--- src/rtl/dbg_mode_pkg.sv ---
package dbg_mode_pkg;
  typedef enum logic [1:0] {
    MODE_RUN  = 2'd0,
    MODE_WAIT = 2'd1,
    MODE_STEP = 2'd2
  } dbg_mode_e;

  localparam logic [2:0] CMD_SET  = 3'd0;
  localparam logic [2:0] CMD_RUN  = 3'd1;
  localparam logic [2:0] CMD_EXC  = 3'd2;
  localparam logic [2:0] CMD_RES  = 3'd3;
  localparam logic [2:0] CMD_BIST = 3'd4;

  localparam logic [2:0] SEL_LIMIT = 3'd0;
  localparam logic [2:0] SEL_BPEN  = 3'd1;
  localparam logic [2:0] SEL_BP0   = 3'd2;
  localparam logic [2:0] SEL_CLR   = 3'd7;

  function automatic dbg_mode_e map_mode(logic [1:0] code);
    case (code)
      2'd1:    map_mode = MODE_WAIT;
      2'd2:    map_mode = MODE_STEP;
      default: map_mode = MODE_RUN;
    endcase
  endfunction
endpackage

--- src/rtl/dbg_cmd_decode.sv ---
module dbg_cmd_decode
  import dbg_mode_pkg::*;
#(
  parameter int NBP   = 2,
  parameter int NEXC  = 4,
  parameter int NSAFE = 4,
  parameter int IDXW  = 8
) (
  input  logic             valid_i,
  input  logic [31:0]      word_i,
  input  dbg_mode_e        mode_i,
  output logic             wr_limit_o,
  output logic             wr_bpen_o,
  output logic [NBP-1:0]   wr_bp_o,
  output logic             clr_err_o,
  output logic             run_req_o,
  output dbg_mode_e        run_mode_o,
  output logic [NEXC-1:0]  exc_o,
  output logic             res_req_o,
  output logic [IDXW-1:0]  res_idx_o,
  output logic             bist_o,
  output logic             err_o
);
  logic [2:0] typ, sel;
  logic       is_set, sel_bp, sel_ok;

  assign typ = word_i[31:29];
  assign sel = word_i[28:26];
  assign is_set = valid_i && (typ == CMD_SET);

  for (genvar k = 0; k < NBP; k++) begin : g_bpsel
    assign wr_bp_o[k] = is_set && (sel == 3'(SEL_BP0 + 3'(k)));
  end

  assign sel_bp = |wr_bp_o;
  assign sel_ok = (sel == SEL_LIMIT) || (sel == SEL_BPEN) || (sel == SEL_CLR) || sel_bp;

  assign wr_limit_o = is_set && (sel == SEL_LIMIT);
  assign wr_bpen_o  = is_set && (sel == SEL_BPEN);
  assign clr_err_o  = is_set && (sel == SEL_CLR);
  assign res_idx_o  = word_i[IDXW-1:0];
  assign run_mode_o = map_mode(word_i[1:0]);

  always_comb begin
    run_req_o = 1'b0;
    exc_o     = '0;
    res_req_o = 1'b0;
    bist_o    = 1'b0;
    err_o     = 1'b0;
    if (valid_i) begin
      case (typ)
        CMD_SET:  err_o = !sel_ok;
        CMD_RUN: begin
          if (word_i[1:0] == 2'd3) err_o = 1'b1;
          else                     run_req_o = 1'b1;
        end
        CMD_EXC:  exc_o = word_i[NEXC-1:0];
        CMD_RES: begin
          // free-running core owns resources at or above NSAFE
          if (mode_i == MODE_RUN && 32'(res_idx_o) >= NSAFE) err_o = 1'b1;
          else                                             res_req_o = 1'b1;
        end
        CMD_BIST: bist_o = 1'b1;
        default:  err_o = 1'b1;
      endcase
    end
  end
endmodule

--- src/rtl/dbg_step_unit.sv ---
module dbg_step_unit #(
  parameter int AW  = 16,
  parameter int CW  = 16,
  parameter int NBP = 2
) (
  input  logic           clk_i,
  input  logic           rst_ni,
  input  logic           in_step_i,
  input  logic           retire_i,
  input  logic [AW-1:0]  pc_i,
  input  logic           wr_limit_i,
  input  logic           wr_bpen_i,
  input  logic [NBP-1:0] wr_bp_i,
  input  logic [31:0]    wdata_i,
  input  logic           restart_i,
  output logic           cnt_stop_o,
  output logic           bp_hit_o,
  output logic [1:0]     cause_o
);
  logic [CW-1:0]  limit_q, cnt_q;
  logic [NBP-1:0] bpen_q, match;
  logic [AW-1:0]  bp_q [NBP];

  for (genvar k = 0; k < NBP; k++) begin : g_bp
    always_ff @(posedge clk_i or negedge rst_ni) begin
      if (!rst_ni)         bp_q[k] <= '0;
      else if (wr_bp_i[k]) bp_q[k] <= wdata_i[AW-1:0];
    end
    assign match[k] = bpen_q[k] && (pc_i == bp_q[k]);
  end

  assign bp_hit_o   = in_step_i && (|match);
  assign cnt_stop_o = in_step_i && retire_i && (limit_q != '0) &&
                      ((cnt_q + CW'(1)) == limit_q);

  always_ff @(posedge clk_i or negedge rst_ni) begin
    if (!rst_ni) begin
      limit_q <= '0;
      bpen_q  <= '0;
    end else begin
      if (wr_limit_i) limit_q <= wdata_i[CW-1:0];
      if (wr_bpen_i)  bpen_q  <= wdata_i[NBP-1:0];
    end
  end

  always_ff @(posedge clk_i or negedge rst_ni) begin
    if (!rst_ni) begin
      cnt_q   <= '0;
      cause_o <= '0;
    end else if (restart_i) begin
      cnt_q   <= '0;
      cause_o <= '0;
    end else begin
      if (in_step_i && retire_i && cnt_q != '1) cnt_q <= cnt_q + CW'(1);
      if (cnt_stop_o) cause_o[0] <= 1'b1;
      if (bp_hit_o)   cause_o[1] <= 1'b1;
    end
  end
endmodule

--- src/rtl/dbg_mode_fsm.sv ---
module dbg_mode_fsm
  import dbg_mode_pkg::*;
(
  input  logic      clk_i,
  input  logic      rst_ni,
  input  logic [1:0] boot_mode_i,
  input  logic      run_req_i,
  input  dbg_mode_e run_mode_i,
  input  logic      stop_i,
  output dbg_mode_e mode_o
);
  dbg_mode_e mode_q, mode_d;
  logic      booted_q;

  // strap pins rule until the first edge after reset
  assign mode_o = booted_q ? mode_q : map_mode(boot_mode_i);

  always_comb begin
    mode_d = mode_o;
    if (run_req_i)                          mode_d = run_mode_i;
    else if (mode_o == MODE_STEP && stop_i) mode_d = MODE_WAIT;
  end

  always_ff @(posedge clk_i or negedge rst_ni) begin
    if (!rst_ni) begin
      mode_q   <= MODE_RUN;
      booted_q <= 1'b0;
    end else begin
      mode_q   <= mode_d;
      booted_q <= 1'b1;
    end
  end
endmodule

--- src/rtl/dbg_mode_ctrl.sv ---
module dbg_mode_ctrl
  import dbg_mode_pkg::*;
#(
  parameter int AW    = 16,
  parameter int CW    = 16,
  parameter int NBP   = 2,
  parameter int NEXC  = 4,
  parameter int NSAFE = 4,
  parameter int IDXW  = 8
) (
  input  logic            clk_i,
  input  logic            rst_ni,
  input  logic [1:0]      boot_mode_i,
  input  logic            cfg_timer_freeze_i,
  input  logic            cmd_valid_i,
  input  logic [31:0]     cmd_word_i,
  input  logic            retire_i,
  input  logic [AW-1:0]   pc_i,
  output logic [1:0]      mode_o,
  output logic            stall_o,
  output logic            timer_freeze_o,
  output logic [NEXC-1:0] dbg_exc_o,
  output logic            res_req_o,
  output logic [IDXW-1:0] res_idx_o,
  output logic            bist_start_o,
  output logic            err_o,
  output logic [1:0]      stop_cause_o
);
  dbg_mode_e       mode;
  dbg_mode_e       run_mode;
  logic            wr_limit, wr_bpen, clr_err, run_req, res_req, bist_req, cmd_err;
  logic [NBP-1:0]  wr_bp;
  logic [NEXC-1:0] exc_req;
  logic [IDXW-1:0] res_idx;
  logic            cnt_stop, bp_hit, restart;

  dbg_cmd_decode #(.NBP(NBP), .NEXC(NEXC), .NSAFE(NSAFE), .IDXW(IDXW)) u_dec (
    .valid_i    (cmd_valid_i),
    .word_i     (cmd_word_i),
    .mode_i     (mode),
    .wr_limit_o (wr_limit),
    .wr_bpen_o  (wr_bpen),
    .wr_bp_o    (wr_bp),
    .clr_err_o  (clr_err),
    .run_req_o  (run_req),
    .run_mode_o (run_mode),
    .exc_o      (exc_req),
    .res_req_o  (res_req),
    .res_idx_o  (res_idx),
    .bist_o     (bist_req),
    .err_o      (cmd_err)
  );

  assign restart = run_req && (run_mode == MODE_STEP);

  dbg_step_unit #(.AW(AW), .CW(CW), .NBP(NBP)) u_step (
    .clk_i      (clk_i),
    .rst_ni     (rst_ni),
    .in_step_i  (mode == MODE_STEP),
    .retire_i   (retire_i),
    .pc_i       (pc_i),
    .wr_limit_i (wr_limit),
    .wr_bpen_i  (wr_bpen),
    .wr_bp_i    (wr_bp),
    .wdata_i    (cmd_word_i),
    .restart_i  (restart),
    .cnt_stop_o (cnt_stop),
    .bp_hit_o   (bp_hit),
    .cause_o    (stop_cause_o)
  );

  dbg_mode_fsm u_fsm (
    .clk_i       (clk_i),
    .rst_ni      (rst_ni),
    .boot_mode_i (boot_mode_i),
    .run_req_i   (run_req),
    .run_mode_i  (run_mode),
    .stop_i      (cnt_stop | bp_hit),
    .mode_o      (mode)
  );

  assign mode_o         = mode;
  assign stall_o        = (mode == MODE_WAIT);
  assign timer_freeze_o = stall_o & cfg_timer_freeze_i;

  always_ff @(posedge clk_i or negedge rst_ni) begin
    if (!rst_ni) begin
      dbg_exc_o    <= '0;
      res_req_o    <= 1'b0;
      res_idx_o    <= '0;
      bist_start_o <= 1'b0;
      err_o        <= 1'b0;
    end else begin
      dbg_exc_o    <= exc_req;
      res_req_o    <= res_req;
      bist_start_o <= bist_req;
      if (res_req) res_idx_o <= res_idx;
      if (clr_err)      err_o <= 1'b0;
      else if (cmd_err) err_o <= 1'b1;
    end
  end
endmodule

--- config.mk ---
export PLATFORM = sky130hd
export DESIGN_NAME = dbg_mode_ctrl
export DESIGN_NICKNAME = d
export VERILOG_FILES = /design/src/rtl/dbg_mode_pkg.sv /design/src/rtl/dbg_cmd_decode.sv /design/src/rtl/dbg_step_unit.sv /design/src/rtl/dbg_mode_fsm.sv /design/src/rtl/dbg_mode_ctrl.sv
export SDC_FILE = /design/constraint.sdc
export NUM_CORES = 1
export LEC_CHECK = 0
export ABC_AREA = 0
export BUFFER_PORTS_ARGS = -buffer_cell sky130_fd_sc_hd__buf_2
export CAP_MARGIN = 20
export CORE_ASPECT_RATIO = 1.4
export CORE_UTILIZATION = 48
export CTS_CLUSTER_DIAMETER = 40
export DETAILED_ROUTE_END_ITERATION = 8
export HOLD_SLACK_MARGIN = 0.15
export PLACE_DENSITY = 0.78
export SYNTH_ARGS = -nofsm -noshare
export SYNTH_HDL_FRONTEND = slang
export SYNTH_HIERARCHICAL = 1
export SYNTH_SLANG_ARGS = --single-unit
--- constraint.sdc ---
create_clock -name clk_i -period 5.5 [get_ports clk_i]
set_input_delay 0.825 -clock clk_i [delete_from_list [all_inputs] [get_ports clk_i]]
set_output_delay 0.825 -clock clk_i [all_outputs]
set_load 0.01 [all_outputs]
======== Word-level counts from Yosys, hierarchy flattened ========
Index checks and enable logic that the tools add are counted.
storage, ports and cells
  flip-flop bits (word level) ............. 86
  word-level logic and storage cells ...... 95
  input bits .............................. 55
  output and inout port bits .............. 21
cells by class
  magnitude comparators ................... 1
  equal/unequal tests ..................... 20
  muxes and demuxes ....................... 26
  reduce and logical (&&, ||, !) cells .... 31
  bitwise operators ....................... 2
  add/sub/neg operators ................... 1
operators with widths
  operator                 count
  $eq A16 B16 Y1           3
  $mux W16                 2
  $add A16 B1 Y16 const B  1
  $logic_and A1 B1 Y1      16
  $ne A16 B16 Y1 const B   1
  $reduce_bool A16 Y1      1
  $mux W1                  15
  $eq A3 B2 Y1 const B     4
  $eq A2 B2 Y1 const B     5
  $ge A8 B3 Y1 const B     1
  $mux W2                  4
  $mux W4                  2
  $pmux W2 S2              2
  $reduce_bool A2 Y1       4
  $eq A2 B1 Y1 const B     3
  $eq A3 B1 Y1 const B     2
  $eq A3 B3 Y1 const B     2
  $logic_not A3 Y1         2
  $reduce_or A2 Y1         3
  $pmux W1 S4              1
  $logic_or A1 B1 Y1       3
  $logic_not A2 Y1         1
  $and A1 B1 Y1            1
  $logic_not A1 Y1         1
  $or A1 B1 Y1             1

======== Longest topological paths before layout ========
Gate-level depths: netlist of run 1.
  depth in word-level cells ............... 11
  depth in mapped cells ................... 12
  depth with buffers taken out ............ 12

======== Hierarchy ========
Netlist of run 1, hierarchy kept.
by module, submodules not included
  module          area an instance (um2)  sequential area each (um2)  instances  cells an instance
  dbg_step_unit   3707.3                  1701.6                      1          340
  dbg_mode_ctrl   553.0                   375.4                       1          30
  dbg_cmd_decode  277.8                   0.0                         1          39
  dbg_mode_fsm    182.7                   75.1                        1          18

======== Least setup slack after synthesis of run 1 ========
OpenSTA, ideal clock, no wires.
  path type ............................... input to register
  from .................................... input port boot_mode_i[0]
  to ...................................... register u_fsm.mode_q[1]
  stages .................................. 12
  arrival time ............................ 2.765 ns
  library setup time ...................... 0.123 ns
  data required time ...................... 5.377 ns
  slack ................................... 2.612 ns
  path buffers ............................ 0
  path through ............................ nor3b_2 or2_1 nor2b_1 nand2_1 nor3_1 nand4_1 nor4_1 and4_1 or2_2 inv_1 o32ai_2 o21ai_1
on the way
  word-level cells in the longest chain between the ends .. 11
  elaborated cells on any way between the ends .. 13
  those cells by class .................... eq/ne (3); mux (4); bitwise (1); reduce/logical (5)
ends and longest elaborated chain
  what                                          RTL line             RTL
  from (decl)                                   dbg_mode_ctrl.sv:13  input logic [1:0] boot_mode_i,
  $eq A2 B2 Y1 or $eq A2 B1 Y1 (tied branches)  dbg_mode_pkg.sv:20   case (code)
  $pmux W2 S2 (*)                               dbg_mode_pkg.sv:20
  $mux W2 (*)                                   dbg_mode_fsm.sv:16   assign mode_o = booted_q ? mode_q : map_mode(boot_mode_i);
  net mode_o[1]                                 dbg_mode_ctrl.sv:19  output logic [1:0] mode_o,
  $eq A2 B2 Y1 (*)                              dbg_mode_ctrl.sv:59  .in_step_i (mode == MODE_STEP),
  $logic_and A1 B1 Y1 (*) (3 in a row)          dbg_step_unit.sv:33  assign cnt_stop_o = in_step_i && retire_i && (limit_q != '0) &&
  net cnt_stop                                  dbg_mode_ctrl.sv:35  logic cnt_stop, bp_hit, restart;
  $or A1 B1 Y1 (*)                              dbg_mode_ctrl.sv:78  .stop_i (cnt_stop | bp_hit),
  $logic_and A1 B1 Y1 (*)                       dbg_mode_fsm.sv:21   else if (mode_o == MODE_STEP && stop_i) mode_d = MODE_WAIT;
  $mux W2 (*)                                   dbg_mode_fsm.sv:21
  $mux W2 (*)                                   dbg_mode_fsm.sv:20   if (run_req_i) mode_d = run_mode_i;
  net u_fsm.mode_d[1]                           dbg_mode_fsm.sv:12   dbg_mode_e mode_q, mode_d;
  to (signal assigned)                          dbg_mode_fsm.sv:29   mode_q <= mode_d;
  to (decl)                                     dbg_mode_fsm.sv:12
The timed path passes the listed nets; every way through them passes the cells marked *.
A chain may end at the register's enable or synchronous reset.

======== Worst setup path in the final report of run 1 ========
  from .................................... input port boot_mode_i[0]
  to ...................................... register u_fsm.mode_q[1]
on the way
  word-level cells in the longest chain between the ends .. 11
  elaborated cells on any way between the ends .. 13
  those cells by class .................... eq/ne (3); mux (4); bitwise (1); reduce/logical (5)
ends and longest elaborated chain
  what                                          RTL line
  $eq A2 B2 Y1 or $eq A2 B1 Y1 (tied branches)  dbg_mode_pkg.sv:20
  $pmux W2 S2 (*)                               dbg_mode_pkg.sv:20
  $mux W2 (*)                                   dbg_mode_fsm.sv:16
  $eq A2 B2 Y1 (*)                              dbg_mode_ctrl.sv:59
  $logic_and A1 B1 Y1 (*) (3 in a row)          dbg_step_unit.sv:33
  net cnt_stop                                  dbg_mode_ctrl.sv:35
  $or A1 B1 Y1 (*)                              dbg_mode_ctrl.sv:78
  $logic_and A1 B1 Y1 (*)                       dbg_mode_fsm.sv:21
  $mux W2 (*)                                   dbg_mode_fsm.sv:21
  $mux W2 (*)                                   dbg_mode_fsm.sv:20
  net u_fsm.mode_d[1]                           dbg_mode_fsm.sv:12
Marks and branches as above.

==> results by group, run 1 <==
Die
  • Core Region: approximately 9500 um^2
  • Die Y-Extent: approximately 120 um
  • Rows: 42
  • Die Width: 85.8 um
  • Initial Util: 49.6%
  • Die ar.: ~10000 um^2
  • Top Ports: 76

Cells and area
  • Ant diodes: 0
  • Synth-to-layout area growth: 15.3%
  • Share of cells above drive strength 1: about a third
  • Nets: 539
  • # fillers: just under 800
  • Final core utilization: 57.2%

CTS
  • Gates resized, CTS repair: 0
  • Max Root-Sink Buffers: 2
  • Root buf cell: clkbuf_16
  • CTS Hold Bufs: 0
  • Skew-Pair Late Insertion Delay: around 0.34 ns
  • # clock sinks: 86
  • CTS tree: yes
  • H-tree levels: 3
  • CTS Buf Count: 9
  • Clock transition at path regs: 0.06 ns
  • Number of setup buffers added after CTS: 0

Synthesis
  • Mux contribution to synthesized area: 14.2%
  • Synth Cell Area: around 4700 um^2
  • Number of library cell types mapped by synthesis: 63
  • Post-Synthesis Net Count: 483
  • Gate count after technology mapping: roughly 430
  • Warnings from Yosys: 6
  • Mean Syn Cell Area: between 10 and 15 um^2
  • Asr flop ratio synth: 100%
  • XOR/XNOR share of the synthesized area: around an eighth
  • Top FF cell, synth: dfrtp_1
  • Number of flops mapped to enable cells by yosys: 0
  • Synth Area in Compound Gates: 6.63%
  • Largest family of logic cells by synthesized area: simple AND/OR/NAND/NOR gates
  • Number of synthesized register bits: 86
  • Adder-Cell Fraction of Synth Area: 0.265%
  • Synth Area in Simple Gates: 17.4%
  • Sequential area share after synthesis: a little under half

Critical path
  • Startpoint types: primary input
  • Crit path DAT: 3.28 ns
  • Worst Path Max Fanout: 5
  • R2r startpoint: u_step/cnt_q[0]
  • Critical Path End Type: flip-flop
  • Cell family with most CP delay: simple AND/OR/NAND/NOR gates
  • Worst setup path start: boot_mode_i[0]
  • CP max stage delay: roughly 0.35 ns
  • CP max-delay cell: nor2b_1
  • Data required, critical path: 5.72 ns
  • Setup Crit Path Kind: in2reg
  • Crit path buf inv count: 2
  • CP cell instances: buf_2 -> nor3b_2 -> or2_1 -> nor2b_1 -> nand2_1 -> nor3_1 -> nand4_1 -> nor4_1 -> and4_1 -> or2_2 -> inv_1 -> o32ai_2 -> o21ai_1

Power
  • PwrDens: 330 nW/um^2
  • LEAKAGE: about 2.5 nW
  • Total power draw: between 1.5 and 2 mW
  • Max IR drop VDD: between 0.0002 and 0.00025 V

Outcome
  • Outcome: complete, no violations

Route
  • DRC viols: 0
  • WL per Instance: 17.3 um
  • Routed Antenna Nets: 0
  • DR pass1 iterations: 5
  • Via count: 3436
  • Vias/cell: 5.54
  • Initial drt markers: 151
  • Final wirelength: 10700 um

Timing
  • Final setup vio count: 0
  • Worst-Margin Slew: just over 1 ns
  • Relative slew slack: 30.8%
  • Count of pins over their slew limit: 0
  • RSZ-0062 raised after global routing: no
  • Final Hold Fails: 0
  • Min Hold Slack: 0.406 ns
  • Setup TNS Final: 0 ns
  • Clock Skew: between 0.004 and 0.005 ns
  • Minimum clock period: between 3 and 4 ns
  • Fin crit share: a little under three fifths
  • Fmax: 327 MHz

Global route
  • Vias in the first global route: 3468
  • Global-route wire length before repair: 17300 um
  • Total gr overflow: 0
  • Antenna violations before repair: 0
  • Largest net degree at the start of global routing: 87
  • Gr usage total: 22.2%

Worst hold path
  • Hold Crit Class: in2async

Place
  • HPWL Detailed: between 7000 and 8000 um
  • Routability Congestion: 0.901
  • Port Buffers: between 60 and 70

Run
  • Max-cap violations: 0
## per-stage QoR
step	setup WS (ns)	cells	cell area [um^2]
after floorplan	2.61	427	4720
after global placement	2.11	602	5090
after detailed placement	2.10	602	5090
after CTS	2.43	618	5400
after global routing	2.19	620	5440
final	2.44	620	5440
## final timing paths
path	endpoint	slack, ns	depth (start not counted)
worst min register to register	u_step/cause_o[1]	0.51	2
max in group asynchronous	u_step/bp_q[9]	4.49	2
worst max register to register	u_fsm/mode_q[1]	2.55	11
worst min-delay path	dbg_exc_o[3]	0.41	1
worst max-delay path	u_fsm/mode_q[1]	2.44	13
min in group clk_i	u_step/cause_o[1]	0.51	2
## kinds of logic (layout without fill, tap and decap cells)
logic type,after synthesis,after routing
flip-flops,86,86
buffers and inverters,35,96
multiplexers,57,57
adder cells (fa/ha/maj),1,1
AO/OA/AOI/OAI,41,41
other,1,1
XOR/XNOR,64,64
AND/OR/NAND/NOR,142,142
## layout by cell type (no fill, tap or decap), drive strengths merged, types with 2 or more instances in the layout
| cell | count |
|---|---|
| or3 | 2 |
| or4 | 3 |
| and4 | 3 |
| a21boi | 2 |
| clkbuf | 11 |
| nor3b | 6 |
| a311o | 2 |
| a311oi | 3 |
| xor2 | 41 |
| o211ai | 2 |
| clkinv | 4 |
| and3 | 3 |
| nand2 | 22 |
| nand3 | 9 |
| xnor2 | 23 |
| nor2b | 7 |
| nand2b | 3 |
| mux2 | 56 |
| buf | 70 |
| dfrtp | 86 |
| nor2 | 26 |
| nor4 | 16 |
| or2 | 4 |
| inv | 10 |
| a21oi | 6 |
| and3b | 2 |
| nand4 | 11 |
| nor3 | 17 |
| and2 | 7 |
| o21ai | 9 |
| a211oi | 3 |
## worst register-to-register path, cell delays in order (launching register included)
cell and delay, ns:
dfrtp_1 0.45, ha_1 0.24, nand3_1 0.35, nor3_1 0.34, mux2i_1 0.31, nand4_1 0.12
nor4_1 0.28, and4_1 0.24, or2_2 0.13, inv_1 0.04, o32ai_2 0.25, o21ai_1 0.08
## layout make-up
cell class | count | area (um^2) | share of cell area (%)
inverter | 10 | 37.5 | 0.690
clock buffer | 11 | 253 | 4.64
timing repair buffer | 70 | 389 | 7.15
multi-input combinational | 306 | 2390 | 43.9
sequential | 86 | 2150 | 39.5
clock inverter | 5 | 57.6 | 1.06
tap | 132 | 165 | 3.04
## cells in the mapped netlist (3+ instances only)
library cell   n  share of area, %
a211oi_1       3              0.48
nand2_1       21               1.7
dfrtp_1       86                46
nor3b_2        5               1.3
nor2_1        26               2.1
buf_1          3              0.24
o21ai_0        8              0.85
inv_1         10              0.80
mux2_2        48                11
and2_1         5              0.66
buf_4          9               1.4
mux2_4         8               2.5
nor2b_1        7              0.93
xor2_1        41               7.6
a21oi_1        6              0.64
nand4_1       11               1.5
xnor2_1       23               4.3
nor4_1        16               2.1
nor3_1        17               1.8
nand3_1        9              0.95
buf_2          5              0.53
clkbuf_1       6              0.48
## routing by layer
metal | vias up | global-route usage (%) | share of wire (%)
li1 | 1624 | - | -
met1 | 1724 | 25.5 | 40
met2 | 68 | 40.1 | 54
met3 | 20 | 3.81 | 2.5
met4 | 0 | 9.17 | 2.5
met5 | - | 0 | 0
## where the power goes
group	switching (mW)	internal, mW	total [mW]	leakage, nW
Sequential	0.0828	0.721	0.804	1.13
Clock	0.250	0.377	0.627	0.155
Combinational	0.180	0.184	0.364	1.23
## sequential cells by signal (all words and copies together) (netlist names)
| signal | cells |
|---|---|
| u_fsm/mode_q | 2 |
| u_step/cnt_q | 16 |
| err_o | 1 |
| u_step/bpen_q | 2 |
| res_req_o | 1 |
| u_step/cause_o | 2 |
| bist_start_o | 1 |
| u_fsm/booted_q | 1 |
| u_step/bp_q | 32 |
| u_step/limit_q | 16 |
| res_idx_o | 8 |
| dbg_exc_o | 4 |
No activity file was read; power rests on OpenSTA's default activity.
==> run 2, diff against run 1 <==
--- a/config.mk
+++ b/config.mk
@@ -13,7 +13,7 @@
 export CTS_CLUSTER_DIAMETER = 40
 export DETAILED_ROUTE_END_ITERATION = 8
 export HOLD_SLACK_MARGIN = 0.15
-export PLACE_DENSITY = 0.78
+export PLACE_DENSITY = 0.81
 export SYNTH_ARGS = -nofsm -noshare
 export SYNTH_HDL_FRONTEND = slang
 export SYNTH_HIERARCHICAL = 1
==> constraint.sdc (replaced) <==
create_clock -name clk_i -period 2.5 [get_ports clk_i]
set_input_delay 0.375 -clock clk_i [delete_from_list [all_inputs] [get_ports clk_i]]
set_output_delay 0.375 -clock clk_i [all_outputs]
set_load 0.01 [all_outputs]
==> results by group, run 2 (same netlist as run 1, synthesis figures left out) <==
Timing
  • Min Hold Slack: 0.285 ns (-0.121 ns)
  • Worst-Margin Slew: 1.02 ns (-0.0150 ns)
  • Clock Skew: 0.00595 ns (+0.00115 ns)
  • Count of pins over their slew limit: 0 (unchanged)
  • Final setup vio count: 0 (unchanged)
  • Minimum clock period: 2.47 ns
  • Final Hold Fails: 0 (unchanged)
  • Fmax: 405 MHz
  • Fin crit share: 98.9%
  • RSZ-0062 raised after global routing: yes
  • Relative slew slack: 31.8% (+1.0 points)

CTS
  • CTS tree: yes
  • H-tree levels: 3 (unchanged)
  • Skew-Pair Late Insertion Delay: 0.34 ns (about the same)
  • Clock transition at path regs: 0.06 ns (about the same)
  • Max Root-Sink Buffers: 2 (unchanged)
  • CTS Buf Count: 9 (unchanged)
  • # clock sinks: 86 (unchanged)
  • Root buf cell: clkbuf_16

Critical path
  • Startpoint types: flip-flop
  • Data required, critical path: 2.72 ns (-3.00 ns)
  • Setup Crit Path Kind: reg2reg
  • Critical Path End Type: flip-flop
  • Worst Path Max Fanout: 4 (-1)
  • Crit path DAT: 2.70 ns (-0.58 ns)

Cells and area
  • Ant diodes: 0 (unchanged)
  • Max reg flops: 32 (unchanged)
  • Largest regs: u_step/bp_q: 32 flops, u_step/cnt_q: 16 flops, u_step/limit_q: 16 flops
  • # fillers: 737 (-5.1%)
  • Nets: 579 (+7.4%)
  • Most flop-heavy register: u_step/bp_q
  • Share of cells above drive strength 1: 40.6% (+7.0 points)
  • Non-Filler Instances: 659 (+6.3%)
  • Leading cell type in the layout, fill and taps excluded: dfrtp_1
  • Commonest non-fill, non-tap cells in the layout: dfrtp_1 (85), buf_2 (64), mux2_2 (48)
  • Final core utilization: 61.3% (+4.1 points)
  • Synth-to-layout area growth: 23.5%

Place
  • Post-Place Cells: 639 (+6.1%)
  • Routability Congestion: 0.952 (+5.7%)
  • HPWL Detailed: 8590 um (+10%)
  • Port Buffers: 65 (unchanged)

Run
  • Max-cap violations: 0 (unchanged)

Route
  • Initial drt markers: 218 (+44%)
  • Routed Antenna Nets: 0 (unchanged)
  • Vias/cell: 5.61 (+1.3%)
  • Final wirelength: 12000 um (+11%)
  • DRC viols: 0 (unchanged)
  • WL per Instance: 18.1 um (+4.9%)
  • Via count: 3699 (+7.7%)
  • DR pass1 iterations: 5 (unchanged)

Global route
  • Gr usage total: 25.1% (+2.9 points)
  • Global-route wire length before repair: 19600 um (+13%)
  • Largest net degree at the start of global routing: 44 (-49%)
  • Antenna violations before repair: 0 (unchanged)
  • Vias in the first global route: 3942 (+14%)
  • Total gr overflow: 0 (unchanged)

Die
  • Top Ports: 76 (unchanged)
  • Die ar.: 10200 um^2 (unchanged)
  • Rows: 42 (unchanged)
  • Core Region: 9510 um^2 (unchanged)
  • Die Width: 85.8 um (unchanged)
  • Die Y-Extent: 119 um (unchanged)
  • Initial Util: 49.6% (unchanged)

Power
  • Max IR drop VDD: 0.000560 V (+160%)
  • PwrDens: 700 nW/um^2 (+110%)
  • LEAKAGE: 2.74 nW (+9.0%)
  • Total power draw: 4.08 mW (+130%)

Worst hold path
  • Hold Crit Class: in2reg

Outcome
  • Outcome: complete, no violations
[run 2: per-layer routing]
| metal | vias up | global-route usage, % | part of all wire, % |
|---|---|---|---|
| met4 | 0 | 12.7 | 3.5 |
| met2 | 114 | 44.8 | 54 |
| li1 | 1697 | - | - |
| met5 | - | 0 | 0 |
| met1 | 1854 | 27.7 | 38 |
| met3 | 34 | 5.20 | 3.6 |
[run 2: layout make-up]
| class | count | area (um^2) | share of cell area (%) |
|---|---|---|---|
| Timing Repair Buffer | 110 | 672 | 11.5 |
| Multi-Input combinational cell | 306 | 2490 | 42.8 |
| Clock buffer | 13 | 270 | 4.64 |
| Clock inverter | 2 | 38.8 | 0.665 |
| Sequential cell | 86 | 2150 | 36.9 |
| Tap cell | 132 | 165 | 2.83 |
| Inverter | 10 | 37.5 | 0.644 |
[run 2: metrics by stage]
step / area (um^2) / setup TNS [ns] / setup slack, ns
after detailed placement: 5370 / -0.307 / -0.258
after floorplan: 4720 / 0 / 0.0440
after global placement: 5370 / -0.163 / -0.163
final: 5830 / 0 / 0.0280
after global routing: 5830 / -0.0242 / -0.0242
after CTS: 5730 / 0 / 0.0254
[run 2: path summary, 6_finish.rpt]
check | start | end | slack (ns) | depth (start not counted)
setup / recovery | u_step/cnt_q[13] | u_fsm/mode_q[1] | 0.03 | 9
hold / removal | cmd_word_i[31] | bist_start_o | 0.28 | 3
setup reg to reg | u_step/cnt_q[13] | u_fsm/mode_q[1] | 0.03 | 9
hold reg to reg | res_idx_o[4] | res_idx_o[4] | 0.52 | 1
max in group asynchronous | rst_ni | u_step/bp_q[23] | 1.28 | 3
min in group asynchronous | rst_ni | dbg_exc_o[1] | 0.57 | 2
[run 2: repair_timing]
item                                    4_1_cts  5_1_grt
hold buffers                                  1        0
pin swaps                                     3       10
gates resized for setup                       4       17
setup buffers                                 4        2
hold endpoints to repair                     40        0
endpoints found under the setup margin        2        2
[run 2: report_power, final]
group | internal, mW | leakage (nW) | switching (mW) | total [mW]
Sequential | 1.59 | 1.13 | 0.177 | 1.76
Combinational | 0.470 | 1.46 | 0.464 | 0.934
Clock | 0.854 | 0.152 | 0.527 | 1.38
[run 2: critical path: stages, from the launching register on]
cell     delay (ns)
dfrtp_1        0.44
nand4_1        0.27
or3_4          0.44
o21a_1         0.21
nor4_1         0.24
and4_1         0.27
or2_2          0.12
inv_1          0.04
o32ai_2        0.24
o21ai_1        0.09
